### config.mk
export PLATFORM = sky130hd
export DESIGN_NAME = alu_flag_unit
export DESIGN_NICKNAME = d
export VERILOG_FILES = /design/src/rtl/alu_flag_pkg.sv /design/src/rtl/alu_datapath.sv /design/src/rtl/alu_status.sv /design/src/rtl/alu_flag_unit.sv
export SDC_FILE = /design/constraint.sdc
export NUM_CORES = 1
export LEC_CHECK = 0
export BUFFER_PORTS_ARGS = -buffer_cell sky130_fd_sc_hd__buf_2
export CORE_ASPECT_RATIO = 0.9
export CORE_UTILIZATION = 54
export CTS_BUF_LIST = sky130_fd_sc_hd__clkbuf_4 sky130_fd_sc_hd__clkbuf_8
export DETAILED_ROUTE_END_ITERATION = 8
export HOLD_SLACK_MARGIN = 0.12
export PLACE_DENSITY = 0.89
export SLEW_MARGIN = 0
export SYNTH_ARGS = -nofsm -noshare
export SYNTH_HDL_FRONTEND = slang
export SYNTH_HIERARCHICAL = 1
export SYNTH_SLANG_ARGS = --single-unit
### constraint.sdc
create_clock -name clk -period 4.35 [get_ports clk]
set_input_delay 0.87 -clock clk [delete_from_list [all_inputs] [get_ports clk]]
set_output_delay 0.87 -clock clk [all_outputs]
set_load 0.005 [all_outputs]
### src/rtl/alu_flag_pkg.sv
package alu_flag_pkg;

    typedef enum logic [2:0] {
        OP_ADD = 3'd0,
        OP_ADC = 3'd1,
        OP_SUB = 3'd2,
        OP_SBB = 3'd3,
        OP_CMP = 3'd4,
        OP_AND = 3'd5,
        OP_OR  = 3'd6,
        OP_XOR = 3'd7
    } alu_op_e;

    localparam int FLAG_W   = 16;
    localparam int FB_CARRY = 0;
    localparam int FB_ONE   = 1;
    localparam int FB_PAR   = 2;
    localparam int FB_HALF  = 4;
    localparam int FB_ZERO  = 6;
    localparam int FB_SIGN  = 7;
    localparam int FB_STEP  = 8;
    localparam int FB_INT   = 9;
    localparam int FB_DIR   = 10;
    localparam int FB_OVF   = 11;

    localparam int NUM_CTL = 3;

    localparam logic [FLAG_W-1:0] FLAGS_RESET = 16'h0002;

endpackage

### src/rtl/alu_datapath.sv
module alu_datapath
    import alu_flag_pkg::*;
#(
    parameter int DATA_W = 16
) (
    input  alu_op_e           op,
    input  logic              word_mode,
    input  logic [DATA_W-1:0] a,
    input  logic [DATA_W-1:0] b,
    input  logic              carry_in,
    output logic [DATA_W-1:0] res,
    output logic              cf,
    output logic              af,
    output logic              of
);
    localparam int HALF_W = DATA_W / 2;

    logic              is_sub, is_logic, c0;
    logic [DATA_W-1:0] b_eff, lres, ares, xsum;
    logic [DATA_W:0]   wide;
    logic [HALF_W:0]   narrow;
    logic              a_msb, b_msb, r_msb, cout;

    always_comb begin
        is_sub   = (op == OP_SUB) || (op == OP_SBB) || (op == OP_CMP);
        is_logic = (op == OP_AND) || (op == OP_OR) || (op == OP_XOR);
        c0       = (((op == OP_ADC) || (op == OP_SBB)) ? carry_in : 1'b0) ^ is_sub;
        b_eff    = is_sub ? ~b : b;

        wide   = {1'b0, a} + {1'b0, b_eff} + {{DATA_W{1'b0}}, c0};
        narrow = {1'b0, a[HALF_W-1:0]} + {1'b0, b_eff[HALF_W-1:0]} + {{HALF_W{1'b0}}, c0};

        ares = word_mode ? wide[DATA_W-1:0] : {{HALF_W{1'b0}}, narrow[HALF_W-1:0]};
        cout = word_mode ? wide[DATA_W] : narrow[HALF_W];

        unique case (op)
            OP_AND:  lres = a & b;
            OP_OR:   lres = a | b;
            default: lres = a ^ b;
        endcase
        if (!word_mode) begin
            lres[DATA_W-1:HALF_W] = '0;
        end

        a_msb = word_mode ? a[DATA_W-1]     : a[HALF_W-1];
        b_msb = word_mode ? b_eff[DATA_W-1] : b_eff[HALF_W-1];
        r_msb = word_mode ? ares[DATA_W-1]  : ares[HALF_W-1];
        xsum  = a ^ b_eff ^ wide[DATA_W-1:0];

        res = is_logic ? lres : ares;
        cf  = is_logic ? 1'b0 : (cout ^ is_sub);
        af  = is_logic ? 1'b0 : (xsum[4] ^ is_sub);
        of  = is_logic ? 1'b0 : ((a_msb == b_msb) && (r_msb != a_msb));
    end

endmodule

### src/rtl/alu_status.sv
module alu_status #(
    parameter int DATA_W = 16
) (
    input  logic              word_mode,
    input  logic [DATA_W-1:0] res,
    output logic              sf,
    output logic              zf,
    output logic              pf
);
    localparam int HALF_W = DATA_W / 2;
    localparam int PAR_W  = 8;

    always_comb begin
        sf = word_mode ? res[DATA_W-1] : res[HALF_W-1];
        zf = word_mode ? (res == '0) : (res[HALF_W-1:0] == '0);
        pf = ~^res[PAR_W-1:0];
    end

endmodule

### src/rtl/alu_flag_unit.sv
module alu_flag_unit
    import alu_flag_pkg::*;
#(
    parameter int DATA_W = 16
) (
    input  logic              clk,
    input  logic              rst_n,
    input  logic              op_valid,
    input  logic [2:0]        op_sel,
    input  logic              word_mode,
    input  logic [DATA_W-1:0] opa,
    input  logic [DATA_W-1:0] opb,
    input  logic              dir_set,
    input  logic              dir_clr,
    input  logic              int_set,
    input  logic              int_clr,
    input  logic              step_set,
    input  logic              step_clr,
    output logic [DATA_W-1:0] result,
    output logic [FLAG_W-1:0] flags
);
    typedef struct packed {
        logic [DATA_W-1:0] res;
        logic [FLAG_W-1:0] fl;
    } state_t;

    state_t st_d, st_q;

    alu_op_e           op;
    logic [DATA_W-1:0] alu_res;
    logic              cf, af, of, sf, zf, pf;
    logic [NUM_CTL-1:0] ctl_set, ctl_clr, ctl_next;

    assign op      = alu_op_e'(op_sel);
    assign ctl_set = {dir_set, int_set, step_set};
    assign ctl_clr = {dir_clr, int_clr, step_clr};

    alu_datapath #(.DATA_W(DATA_W)) i_datapath (
        .op       (op),
        .word_mode(word_mode),
        .a        (opa),
        .b        (opb),
        .carry_in (st_q.fl[FB_CARRY]),
        .res      (alu_res),
        .cf       (cf),
        .af       (af),
        .of       (of)
    );

    alu_status #(.DATA_W(DATA_W)) i_status (
        .word_mode(word_mode),
        .res      (alu_res),
        .sf       (sf),
        .zf       (zf),
        .pf       (pf)
    );

    // control flag bits: index 0 step, 1 interrupt, 2 direction
    for (genvar g = 0; g < NUM_CTL; g++) begin : g_ctl
        always_comb begin
            if (ctl_clr[g]) begin
                ctl_next[g] = 1'b0;
            end else if (ctl_set[g]) begin
                ctl_next[g] = 1'b1;
            end else begin
                ctl_next[g] = st_q.fl[FB_STEP + g];
            end
        end
    end

    always_comb begin
        st_d = st_q;
        if (op_valid) begin
            st_d.fl[FB_CARRY] = cf;
            st_d.fl[FB_PAR]   = pf;
            st_d.fl[FB_HALF]  = af;
            st_d.fl[FB_ZERO]  = zf;
            st_d.fl[FB_SIGN]  = sf;
            st_d.fl[FB_OVF]   = of;
            if (op != OP_CMP) begin
                st_d.res = alu_res;
            end
        end
        st_d.fl[FB_DIR:FB_STEP] = ctl_next;
        st_d.fl[FLAG_W-1:12]    = '0;
        st_d.fl[5]              = 1'b0;
        st_d.fl[3]              = 1'b0;
        st_d.fl[FB_ONE]         = 1'b1;
    end

    always_ff @(posedge clk or negedge rst_n) begin
        if (!rst_n) begin
            st_q.res <= '0;
            st_q.fl  <= FLAGS_RESET;
        end else begin
            st_q <= st_d;
        end
    end

    assign result = st_q.res;
    assign flags  = st_q.fl;

    p_logic_clears_r7: assert property (@(posedge clk) disable iff (!rst_n)
        (op_valid && (op_sel >= 3'd5)) |=> (!flags[FB_CARRY] && !flags[FB_OVF] && !flags[FB_HALF]));

    p_cmp_holds_result_r8: assert property (@(posedge clk) disable iff (!rst_n)
        (op_valid && (op_sel == 3'd4)) |=> $stable(result));

    p_byte_upper_zero_r9: assert property (@(posedge clk) disable iff (!rst_n)
        (op_valid && !word_mode && (op_sel != 3'd4)) |=> (result[DATA_W-1:DATA_W/2] == '0));

    p_clear_wins_r10: assert property (@(posedge clk) disable iff (!rst_n)
        dir_clr |=> !flags[FB_DIR]);

    p_set_dir_r10: assert property (@(posedge clk) disable iff (!rst_n)
        (dir_set && !dir_clr) |=> flags[FB_DIR]);

    p_fixed_bits_r11: assert property (@(posedge clk) disable iff (!rst_n)
        (flags[FB_ONE] && !flags[3] && !flags[5] && (flags[FLAG_W-1:12] == '0)));

    p_idle_hold_r12: assert property (@(posedge clk) disable iff (!rst_n)
        !op_valid |=> ($stable(result) && $stable(flags[7:0]) && $stable(flags[FB_OVF])));

    p_zero_matches_r5: assert property (@(posedge clk) disable iff (!rst_n)
        (op_valid && word_mode && (op_sel != 3'd4)) |=> (flags[FB_ZERO] == (result == '0)));

endmodule

# Word level (Yosys, flattened, before mapping)
# Cells that the tools add are included.
# op_classes
reduce_logical,13
muxes,21
add_sub_neg,4
bitwise,9
n_eq_ne,10
# op_table
cell,count
two-way mux 16 bit,3
one-hot mux 16 bit (2 select lines),1
adder 16 x 16 -> 17 bit,1
adder 17 x 1 -> 17 bit,1
AND 16 bit,1
logical NOT 16 bit,1
two-way mux 1 bit,16
inverter 16 bit,1
bitwise OR 16 bit,1
XOR 16 bit,1
equality test 3 bit (second input constant),4
XOR 5 bit,2
adder 8 x 8 -> 9 bit,1
adder 9 x 1 -> 9 bit,1
logical NOT 8 bit,1
two-way mux 8 bit,1
XNOR reduction 8 bit,1
equality test 3 x 2 -> 1 bit (second input constant),2
nonzero test 2 bit,3
logical OR 1 bit,5
equality test 3 x 1 -> 1 bit (second input constant),1
!= test 3 bit (second input constant),1
XOR 1 bit,3
AND reduction 2 bit,1
other kinds (3),3
# totals
output_inout_bits,32
input_bits,45
ff_bits,25
word_cells,62

# Logic depth before layout (Yosys ltp)
# Gate-level depths: netlist (run 1).
# depth
word_depth,11
mapped_depth,17
ltp_nobuf,15

# Hierarchy
# Netlist (run 1), hierarchy kept.
# by_module_without_submodules
module,seq_area_each_um2,area_each_um2,n_inst,cells_each
alu_datapath,0.0,2139.6,1,304
alu_flag_unit,625.6,1295.0,1,119
alu_status,0.0,152.6,1,22

# Worst setup path after synthesis (run 1)
# No wires, ideal clock.
# synth_path
path_kind,input -> register
start,input port op_sel[1]
end,"register st_q, in the netlist flags[6]"
required_ns,4.286
n_path_buf,2
setup_slack_ns,-0.168
setup_time_ns,0.064
cell_stages,17
arrival_ns,4.453
path_cell_list,buf_2 > nor3b_2 > a21oi_4 > buf_2 > xnor2_1 > fa_1 > fa_1 > a21o_1 > a221o_1 > a21oi_1 > o21bai_1 > a211o_1 > o311a_1 > nor4_2 > nand2_1 > a21oi_2 > mux2_2
# synth_between
elab_chain_len,10
word_cells_on_any_way,26
cone_classes,4 x add/sub; 7 x eq/ne; 7 x mux; 1 x bitwise; 7 x reduce/logical
# synth_rtl
element,line_no,source
"start, declared",alu_flag_unit.sv:9,"input logic [2:0] op_sel,"
equality test 3 x 2 -> 1 bit (on tied branches),"alu_datapath.sv:25, alu_datapath.sv:27",
logical OR 1 bit (2 in a row),alu_datapath.sv:25,is_sub = (op == OP_SUB) || (op == OP_SBB) || (op == OP_CMP);
two-way mux 16 bit,alu_datapath.sv:28,b_eff = is_sub ? ~b : b;
adder 16 x 16 -> 17 bit,alu_datapath.sv:30,"wide = {1'b0, a} + {1'b0, b_eff} + {{DATA_W{1'b0}}, c0};"
adder 17 x 1 -> 17 bit,alu_datapath.sv:30,
two-way mux 16 bit,alu_datapath.sv:33,"ares = word_mode ? wide[DATA_W-1:0] : {{HALF_W{1'b0}}, narrow[HALF_W-1:0]};"
two-way mux 16 bit *,alu_datapath.sv:50,res = is_logic ? lres : ares;
named net alu_res[14],alu_flag_unit.sv:30,logic [DATA_W-1:0] alu_res;
logical NOT 16 bit *,alu_status.sv:15,zf = word_mode ? (res == '0) : (res[HALF_W-1:0] == '0);
two-way mux 1 bit *,alu_status.sv:15,
named net zf,alu_flag_unit.sv:31,"logic cf, af, of, sf, zf, pf;"
"end signal, assigned",alu_flag_unit.sv:96,st_q <= st_d;
"end, declared",alu_flag_unit.sv:27,"state_t st_d, st_q;"
# The timed path passes the listed nets; every way through them passes the cells marked *.
# A chain may end at the register's enable or synchronous reset.

# Final worst setup path (run 1)
# Ends and elaborated chain as after synthesis.

==> results of run 1 <==
==> path summary, 6_finish.rpt <==
check	start	endpoint	slack, ps
worst min register to register	flags[2]$_DFFE_PN0P_	flags[2]$_DFFE_PN0P_	510
min in group asynchronous	rst_n	result[1]$_DFFE_PN0P_	580
worst max register to register	flags[0]$_DFFE_PN0P_	flags[6]$_DFFE_PN0P_	680
worst max-delay path	op_sel[1]	flags[6]$_DFFE_PN0P_	260
worst min-delay path	flags[2]$_DFFE_PN0P_	flags[2]$_DFFE_PN0P_	510
max in group asynchronous	rst_n	result[8]$_DFFE_PN0P_	3400
==> worst register-to-register path, stage by stage, from the launching register on <==
cell	delay (ps)
dfrtp_1	410
nand2_1	90
xnor2_1	160
a21o_1	210
fa_1	420
fa_2	380
a21o_1	190
a221o_1	370
a21oi_2	210
o21bai_1	150
a211o_1	330
o311a_1	150
nor4_2	150
nand2_1	110
a21oi_2	140
mux2_2	150
==> through the flow <==
| step | area [µm²] | utilization (%) | std cells | power, mW | hold WS [ps] |
|---|---|---|---|---|---|
| 6_report | 4108 | 65.73 | 597 | 1.105 | 508.7 |
| 5_1_grt | 4108 | 65.73 | 597 | 1.192 | 548.2 |
| 4_1_cts | 4108 | 65.73 | 597 | 1.096 | 509.7 |
| 3_5_place_dp | 4061 | 64.99 | 593 | 0.9608 | 491.0 |
| 3_3_place_gp | 4061 | 64.99 | 593 | 0.9339 | 474.7 |
| 2_1_floorplan | 3627 | - | 450 | 0.7548 | 481.2 |
==> placed cells by master (no fill, tap or decap), types with 3 or more instances in the layout <==
cell	synthesis	final
inv_1	42	42
a21oi_1	21	20
nor2_1	16	16
buf_2	6	69
a21o_1	7	7
nand4_1	3	3
ha_1	51	51
o21ai_0	26	26
buf_4	8	18
nand2b_1	19	19
nor3_1	5	5
nand4bb_1	16	16
conb_1	2	7
clkbuf_8	0	3
nand3_1	4	4
o211ai_1	23	23
a22oi_1	10	10
a22o_1	3	3
nor2b_1	4	4
dfrtp_1	25	25
xnor2_1	29	29
mux2_2	7	7
nand2_1	51	51
mux2i_1	3	3
==> cells by family (layout without fill, tap and decap cells) <==
family | count (synthesis) | after routing | share of synthesized area, %
DFF | 25 | 25 | 17.44
and+or+nand+nor | 133 | 133 | 21.45
xor gates and xnor gates | 31 | 31 | 7.569
AOI/OAI and AO/OA | 116 | 116 | 22.25
buffers and inverters | 75 | 135 | 9.138
adders and majority gates | 53 | 53 | 18.90
other | 2 | 7 | 0.2094
muxes | 10 | 10 | 3.035
==> per-layer routing <==
metal  up-vias  track usage [%]  share of wire, %
met2       170            45.12                46
met3        17            2.287               7.1
met4         2            6.721               1.4
met5         -                0             0.085
met1      1649            39.29                45
li1       1685                -                 -
==> flip-flops by register name (all words and copies together) (netlist names) <==
name    count
result     16
flags       9
==> layout make-up <==
class	instances	area [µm²]
timing repair buffer	88	500.5
clock buffer	3	41.29
multi-input combinational	350	2665
clock inverter	1	5.005
fill	521	2142
sequential	25	625.6
inverter	43	161.4
tap	87	108.9
==> power by group through the flow <==
stage	clock network, mW	registers, mW	logic (mW)
after global placement	0	0.316	0.618
after global routing	0.148	0.321	0.723
after CTS	0.137	0.315	0.644
after detailed placement	0	0.319	0.642
final	0.136	0.315	0.653
after floorplan	0	0.317	0.437
==> qor.yml, run 1 <==
synthesis:
  yosys-top-cells-count: "ha_1, nand2_1, inv_1"
  synth-seq-cells: 25
  async_reset_ff_share_pct: 100.0
  synth_seq_area_share_pct: 17.44
  synthesis.area_um2: 3587
  syn_inst: 445
  synth_edf_count: 0
  ys_warn_count: 6
  synth_top_area_share_pct: 17.79
  synth.avg_cell_area_um2: 8.061
  yosys_most_used_dff: "dfrtp_1"
  yosysUniqueCellTypes: 63
  netlist_top_cells_area: "ha_1, dfrtp_1, xnor2_1"
  synth_top_cell_by_area: "ha_1"
placed_design:
  pre_cts_ws_ps: 57.22
  place_congestion: 0.9708
  dp_hpwl_mm: 7.432
  portBuffers: 69
sta:
  max_freq_mhz: 244.4
  final.setup.tns_ps: 0
  finalSetupViolCount: 0
  finalHoldViolCount: 0
  fin_skew_ps: 0.5663
  rsz0062_at_grt: "no"
  setup_slack_ps: 257.7
  worstMarginPinSlew_ps: 763.3
  slew_viol_final: 0
  relSlewSlack_pct: 48.93
  period_share_pct: 94.08
  fin_crit_ps: 4092
hold_path:
  hold_depth: 1
  hold_path_class: "register to register"
pwr:
  power.density_nw_per_um2: 268.9
  p_sw_mw: 0.4566
  p_int_mw: 0.6481
  power_frac_clock_pct: 12.3
  peakVddDrop_v: 0.0001284
  switching_share_pct: 41.33
  seqPwrFrac_pct: 28.5
  power_frac_comb_pct: 59.1
  leakage_nw: 2.013
cells_and_area:
  nNetsFinal: 609
  drive_gt1_share_pct: 21.76
  n_antenna_cell: 0
  synthToLayoutAreaGrowth_pct: 14.51
drt:
  routedWlPerCell_um: 15.68
  first_pass_iters: 5
  ant_nets: 0
  drt-initial-drc-count: 229
  drc: 0
  wirelength_mm: 9.362
  routed_via_density: 5.901
  vias: 3523
worst_setup_path:
  cp_max_fo: 5
  critPathRequiredTime_ps: 4560
  crit_buf_inv: 1
  end_kind: "register"
  start_kind: "primary input"
  slowest_delay_ps: 450
  crit_family: "compound AO/OA/AOI/OAI gates"
  slowest_stage: "fa_1"
  crit_path_frequent_cell: "a21oi_2"
  cp_cell_sequence: "buf_2, nor3b_4, a21oi_4, xnor2_1, fa_1, fa_2, a21o_1, a221o_1, a21oi_2, o21bai_1, a211o_1, o311a_1, nor4_2, nand2_1, a21oi_2, mux2_2"
  crit_arrival_ps: 4300
  cp_num_cells: 16
  worstSetupPathType: "primary input to register"
  reg2reg_depth: 15
global_route:
  grt_pass1_vias: 3286
  grt_max_degree: 39
  antenna_found_initial: 1
  grt-ovfl-total: 0
  grt_pass1_wl_mm: 15.42
  track_usage_pct: 27.72
clock_network:
  clk_latency_ps: 270
  hold_buffers: 0
  cts-root-buf: "clkbuf_8"
  cts_tree: "done"
  cts_sinks: 25
  cts_resized: 0
  clk_pin_slew_ps: 80
  cts_setup_buffers: 0
  h-tree-depth: 1
  cts_made_buffers: 3
  clk_path_buf_depth: 2
die:
  initial_core_util_pct: 57.40
  die_h_um: 79.32
  coreArea_um2: 6250
  die_w_um: 87.92
  rows: 27
  die_area_um2: 6973
  io_pins: 77
run:
  maxCapViolations: 0
status:
  outcome: "finished, final reports clean"
(Power assumes the default switching activity.)
==> run 2: changes to the inputs <==
- ABC_AREA: unset -> 1
- PLACE_DENSITY: 0.89 -> 0.9
==> qor.yml, run 2 <==
clock_network:
  cts_setup_buffers: 0  # unchanged
  cts-root-buf: "clkbuf_8"
  hold_buffers: 0  # unchanged
  cts_tree: "done"
  cts_resized: 0  # unchanged
  cts_made_buffers: 3  # unchanged
  clk_pin_slew_ps: 90  # about the same
  cts_sinks: 25  # unchanged
  clk_latency_ps: 270  # about the same
  h-tree-depth: 1  # unchanged
  clk_path_buf_depth: 2  # unchanged
hold_path:
  min-delay-start: "result[14]$_DFFE_PN0P_"
  hold_path_class: "register to register"
  hold_depth: 2  # +1
synthesis:
  syn_inst: 494  # +11%
  yosysUniqueCellTypes: 41  # -35%
  yosys-top-cells-count: "nand2_1, inv_1, ha_1"
  netlist_top_cells_area: "ha_1, dfrtp_1, nand2_1"
  synth_edf_count: 0  # unchanged
  synth-seq-cells: 25  # unchanged
  synth_seq_area_share_pct: 18.44  # +1.0 points
  yosys_most_used_dff: "dfrtp_1"
  synthesis.area_um2: 3393  # -5.4%
  ys_warn_count: 6  # unchanged
  synth.avg_cell_area_um2: 6.869  # -15%
  synth_top_cell_by_area: "ha_1"
  synth.most_common_cell: "nand2_1"
  synth_top_area_share_pct: 18.81  # +1.0 points
  async_reset_ff_share_pct: 100.0  # unchanged
worst_setup_path:
  start_kind: "primary input"
  slowest_delay_ps: 470  # +20 ps
  slowest_stage: "fa_1"
  reg2reg_depth: 17  # +2
  critPathRequiredTime_ps: 4510  # -50 ps
  cp_cell_sequence: "buf_2, nand2_2, nand2_4, inv_4, nand2_8, inv_2, nand2_1, o21ai_0, fa_1, fa_1, nand3_1, nand2_1, nand3_1, nand2_1, xnor2_1, o21ai_0, inv_1, ha_1, xor2_1, and2_1, nor2_2, mux2_4"
  worstSetupPathType: "primary input to register"
  crit_arrival_ps: 4110  # -190 ps
  cp_max_fo: 5  # unchanged
  startpoint: "op_sel[1]"
  crit_buf_inv: 4  # +3
  crit_path_frequent_cell: "nand2_1"
  end_kind: "register"
  reg2reg_from: "flags[0]$_DFFE_PN0P_"
  crit_family: "adder cells"
  cp_num_cells: 22  # +6
placed_design:
  dp_hpwl_mm: 7.037  # -5.3%
  portBuffers: 69  # unchanged
  pre_cts_ws_ps: 120.1  # +62.85 ps
  dp_cells: 627  # +5.7%
  place_congestion: 0.9420  # -3.0%
  placed_cell_area_um2: 3756  # -7.5%
run:
  maxCapViolations: 0  # unchanged
sta:
  finalHoldViolCount: 0  # unchanged
  max_freq_mhz: 253.0  # +3.6%
  final.setup.tns_ps: 0  # unchanged
  rsz0062_at_grt: "no"
  slew_viol_final: 0  # unchanged
  fin_skew_ps: 7.620  # +7.054 ps
  setup_slack_ps: 398.2  # +140.5 ps
  worstMarginPinSlew_ps: 549.2  # -214.0 ps
  relSlewSlack_pct: 63.38  # +14 points
  finalSetupViolCount: 0  # unchanged
  period_share_pct: 90.85  # -3.2 points
  fin_crit_ps: 3952  # -140.5 ps
  holdWs_ps: 469.0  # -39.72 ps
cells_and_area:
  drive_gt1_share_pct: 18.60  # -3.2 points
  final_cell_mix: "nand2_1, inv_1, buf_2"
  n_antenna_cell: 0  # unchanged
  largest_register_ffs: 16  # unchanged
  synthToLayoutAreaGrowth_pct: 12.06
  design_area_um2: 3802  # -7.4%
  final_common_cell: "nand2_1"
  nNetsFinal: 658  # +8.0%
  stdcell_count: 631  # +5.7%
  fin_util_pct: 62.53  # -3.2 points
die:
  die_w_um: 85.56  # -2.7%
  initial_core_util_pct: 55.80  # -1.6 points
  io_pins: 77  # unchanged
  die_h_um: 77.20  # -2.7%
  rows: 27  # unchanged
  die_area_um2: 6605  # -5.3%
  coreArea_um2: 6081  # -2.7%
pwr:
  totalPowerFinal_mw: 1.061  # -4.0%
  switching_share_pct: 43.42  # +2.1 points
  leakage_nw: 2.277  # +13%
  power_frac_clock_pct: 12.7  # +0.4 points
  seqPwrFrac_pct: 28.5  # about the same
  power_frac_comb_pct: 58.8  # -0.3 points
  power.density_nw_per_um2: 279.0  # +3.7%
  p_int_mw: 0.6002  # -7.4%
  peakVddDrop_v: 0.0001659  # +29%
  p_sw_mw: 0.4606  # +0.88%
drt:
  drt-initial-drc-count: 170  # -26%
  met3_length_um: 617  # -6.8%
  routedWlPerCell_um: 13.65  # -13%
  met2WireLength_mm: 4.126  # -4.8%
  ant_nets: 0  # unchanged
  vias: 3320  # -5.8%
  wirelength_mm: 8.611  # -8.0%
  routed_via_density: 5.261  # -11%
  first_pass_iters: 5  # unchanged
  drc: 0  # unchanged
  top_layer: "met4"
  drt-met1-wl_mm: 3.647  # -14%
global_route:
  antenna_found_initial: 0  # -1
  grt_max_degree: 26  # -33%
  grt-ovfl-total: 0  # unchanged
  track_usage_pct: 27.57  # -0.15 points
  grt_pass1_vias: 3180  # -3.2%
  grt_pass1_wl_mm: 14.37  # -6.8%
status:
  outcome: "finished, final reports clean"
## run 2: changes by cell type in the layout (fill, tap and decap cells not counted), moves of 8 or more
cell | before | now
a22oi_1 | 10 | 0
nand2b_1 | 19 | 0
o21ai_0 | 26 | 18
buf_4 | 18 | 6
nand2_1 | 51 | 124
o211ai_1 | 23 | 7
inv_1 | 42 | 74
nor2_1 | 16 | 33
a21oi_1 | 20 | 28
nand4bb_1 | 16 | 0
xnor2_1 | 29 | 2
xor2_1 | 2 | 19
nand3_1 | 4 | 39
## run 2: cells by family after synthesis
logic type | Yosys count | share of synthesized area (%)
other | 2 | 0.2213
buffers and inverters | 97 | 12.72
multiplexers | 6 | 2.434
AO/OA/AOI/OAI | 70 | 12.13
AND/OR/NAND/NOR | 219 | 28.17
flip-flops | 25 | 18.44
adder cells (fa/ha/maj) | 53 | 19.99
XOR/XNOR | 22 | 5.900
## run 2: final timing paths
| check | end | slack (ps) |
|---|---|---|
| setup / recovery | flags[2]$_DFFE_PN0P_ | 400 |
| hold / removal | result[14]$_DFFE_PN0P_ | 470 |
| setup reg to reg | flags[2]$_DFFE_PN0P_ | 990 |
| hold reg to reg | result[14]$_DFFE_PN0P_ | 470 |
| max in group asynchronous | result[12]$_DFFE_PN0P_ | 3400 |
| min in group asynchronous | result[0]$_DFFE_PN0P_ | 570 |
## run 2: worst reg2reg max path: stages, from the launching register on
cell	delay, ps
dfrtp_1	370
nand3_1	110
nand2_1	70
o21ai_0	110
fa_1	470
fa_1	430
nand3_1	80
nand2_1	70
nand3_1	70
nand2_1	100
xnor2_1	140
o21ai_0	220
inv_1	90
ha_1	300
xor2_1	180
and2_1	160
nor2_2	30
mux2_4	250
## run 2: cell type report
cell class                      instances  area (µm²)
Clock buffer                            3       41.29
Clock inverter                          1       5.005
Fill cell                             544        2278
Inverter                               78       295.3
Multi-Input combinational cell        377        2355
Sequential cell                        25       625.6
Tap cell                               72       90.09
Timing Repair Buffer                   75       390.4
## run 2: layer usage
layer  vias to the layer above  GRT usage (%)
li1                       1696              -
met1                      1490          35.00
met2                       116          46.88
met3                        18          5.597
met4                         0          8.333
met5                         -              0
## run 2: power groups by stage
stage | clock, mW | combinational [mW] | sequential [mW]
after floorplan | 0 | 0.429 | 0.309
after global placement | 0 | 0.598 | 0.305
after detailed placement | 0 | 0.617 | 0.306
after CTS | 0.139 | 0.620 | 0.302
after global routing | 0.149 | 0.708 | 0.307
final | 0.135 | 0.623 | 0.302
==> run 3: changes to the inputs <==
- clock period: 4.35 -> 4.2 ns (I/O delays scaled with it)
==> qor.yml, run 3 (synthesized netlist as in run 2, its figures left out) <==
status:
  outcome: "finished, final reports clean"
sta:
  relSlewSlack_pct: 63.54  # +0.16 points
  fin_skew_ps: 2.067  # -5.553 ps
  finalSetupViolCount: 0  # unchanged
  slew_viol_final: 0  # unchanged
  period_share_pct: 92.80
  max_freq_mhz: 256.6
  setup_slack_ps: 302.4  # -95.77 ps
  rsz0062_at_grt: "no"
  final.setup.tns_ps: 0  # unchanged
  worstMarginPinSlew_ps: 546.9  # -2.390 ps
  finalHoldViolCount: 0  # unchanged
  fin_crit_ps: 3898
global_route:
  grt_pass1_vias: 3131  # -1.5%
  antenna_found_initial: 0  # unchanged
  grt_pass1_wl_mm: 14.23  # -1.0%
  track_usage_pct: 26.86  # -0.71 points
  gr-usage-met2_pct: 48.96  # +2.1 points
  use_met3_pct: 3.445  # -2.2 points
  grt-ovfl-total: 0  # unchanged
  grt_max_degree: 26  # unchanged
  top_usage_layer: "met2"
  met1_usage_pct: 34.56  # -0.44 points
clock_network:
  cts_sinks: 25  # unchanged
  cts_tree: "done"
  cts_made_buffers: 3  # unchanged
  h-tree-depth: 1  # unchanged
  clk_latency_ps: 270  # about the same
  cts_resized: 0  # unchanged
  cts_setup_buffers: 0  # unchanged
  clk_pin_slew_ps: 80  # about the same
  cts-root-buf: "clkbuf_8"
  hold_buffers: 0  # unchanged
  clk_path_buf_depth: 2  # unchanged
die:
  io_pins: 77  # unchanged
  die_area_um2: 6605  # unchanged
  coreArea_um2: 6081  # unchanged
  initial_core_util_pct: 55.80  # unchanged
  rows: 27  # unchanged
  die_w_um: 85.56  # unchanged
  die_h_um: 77.20  # unchanged
cells_and_area:
  fin_util_pct: 62.78  # +0.25 points
  final_cell_mix: "nand2_1, inv_1, buf_2"
  drive_gt1_share_pct: 18.89  # +0.29 points
  nNetsFinal: 660  # +0.30%
  stdcell_count: 633  # +0.32%
  nFillCells: 564  # +3.7%
  final_common_cell: "nand2_1"
  synthToLayoutAreaGrowth_pct: 12.50
  design_area_um2: 3817  # +0.39%
  largest_register_ffs: 16  # unchanged
  n_antenna_cell: 0  # unchanged
drt:
  routedWlPerCell_um: 13.63  # -0.14%
  routed_via_density: 5.286  # +0.46%
  drc: 0  # unchanged
  first_pass_iters: 4  # -1
  ant_nets: 0  # unchanged
  drt-initial-drc-count: 167  # -1.8%
  vias: 3346  # +0.78%
  wirelength_mm: 8.626  # +0.17%
worst_setup_path:
  critPathRequiredTime_ps: 4360  # -150 ps
  worst-r2r-setup-slack_ps: 870  # -120 ps
  reg2reg_from: "flags[0]$_DFFE_PN0P_"
  cp_max_fo: 5  # unchanged
  worstSetupPathType: "primary input to register"
  reg2reg_depth: 17  # unchanged
  crit_arrival_ps: 4060  # -50 ps
  start_kind: "primary input"
  r2r-end: "flags[2]$_DFFE_PN0P_"
  end_kind: "register"
hold_path:
  worst_hold_path.endpoint: "result[4]$_DFFE_PN0P_"
  hold_path_class: "register to register"
  min-delay-start: "result[4]$_DFFE_PN0P_"
  hold_depth: 2  # unchanged
placed_design:
  dp_cells: 629  # +0.32%
  dp_hpwl_mm: 7.057  # +0.28%
  place_congestion: 0.9393  # -0.29%
  portBuffers: 69  # unchanged
  placed_cell_area_um2: 3771  # +0.40%
  pre_cts_ws_ps: 24.55  # -95.52 ps
pwr:
  peakVddDrop_v: 0.0001862  # +12%
  leakage_nw: 2.286  # +0.43%
  power.density_nw_per_um2: 287.8  # +3.2%
run:
  maxCapViolations: 0  # unchanged
[run 3: cell count changes in the layout (fill, tap and decap cells not counted), sizes merged]
cell and change:
buf +2
[run 3: how the worst max path moves through the flow]
stage	slack (ps)	startpoint	end	cells after the start
after floorplan	140	op_sel[0]	flags[2]$_DFFE_PN0P_	20
after global placement	160	op_sel[1]	flags[2]$_DFFE_PN0P_	22
after detailed placement	20	op_sel[1]	flags[2]$_DFFE_PN0P_	22
after CTS	340	op_sel[1]	flags[2]$_DFFE_PN0P_	22
after global routing	30	op_sel[1]	flags[2]$_DFFE_PN0P_	22
final	300	op_sel[1]	flags[2]$_DFFE_PN0P_	22
[run 3: stage by stage]
stage	power, mW	hold slack (ps)
after floorplan	0.7646	465.0
after global placement	0.9374	450.4
after detailed placement	0.9601	453.4
after CTS	1.100	474.4
after global routing	1.203	483.3
final	1.099	470.5
[run 3: where the power goes]
group	switching, mW	leakage (nW)	internal, mW
Combinational	0.376	1.94	0.270
Clock	0.0732	0.0255	0.0663
Sequential	0.0252	0.317	0.288
Total	0.474	2.29	0.624
[run 3: routing by layer]
| metal | part of all wire (%) | routed length (µm) |
|---|---|---|
| met3 | 5.4 | 463 |
| met4 | 0.35 | 30 |
| met2 | 49 | 4262 |
| met1 | 45 | 3869 |
| met5 | 0 | 0 |
[run 3: critical path, stage by stage]
cell and delay [ps]:
buf_2 170, nand2_2 120, nand2_4 80, inv_4 50, nand2_8 60, inv_2 40
nand2_1 40, o21ai_0 130, fa_1 450, fa_1 420, nand3_1 90, nand2_1 70
nand3_1 70, nand2_1 80, xnor2_1 140, o21ai_0 220, inv_1 80, ha_1 300
xor2_1 170, and2_1 160, nor2_2 30, mux2_4 240
[run 3: area by class of cell]
type	count	area [µm²]	area share, %
Clock buffer	3	41.29	1.082
Tap cell	72	90.09	2.360
Sequential cell	25	625.6	16.39
Inverter	78	295.3	7.735
Timing Repair Buffer	77	405.4	10.62
Multi-Input combinational cell	377	2355	61.68
Clock inverter	1	5.005	0.1311
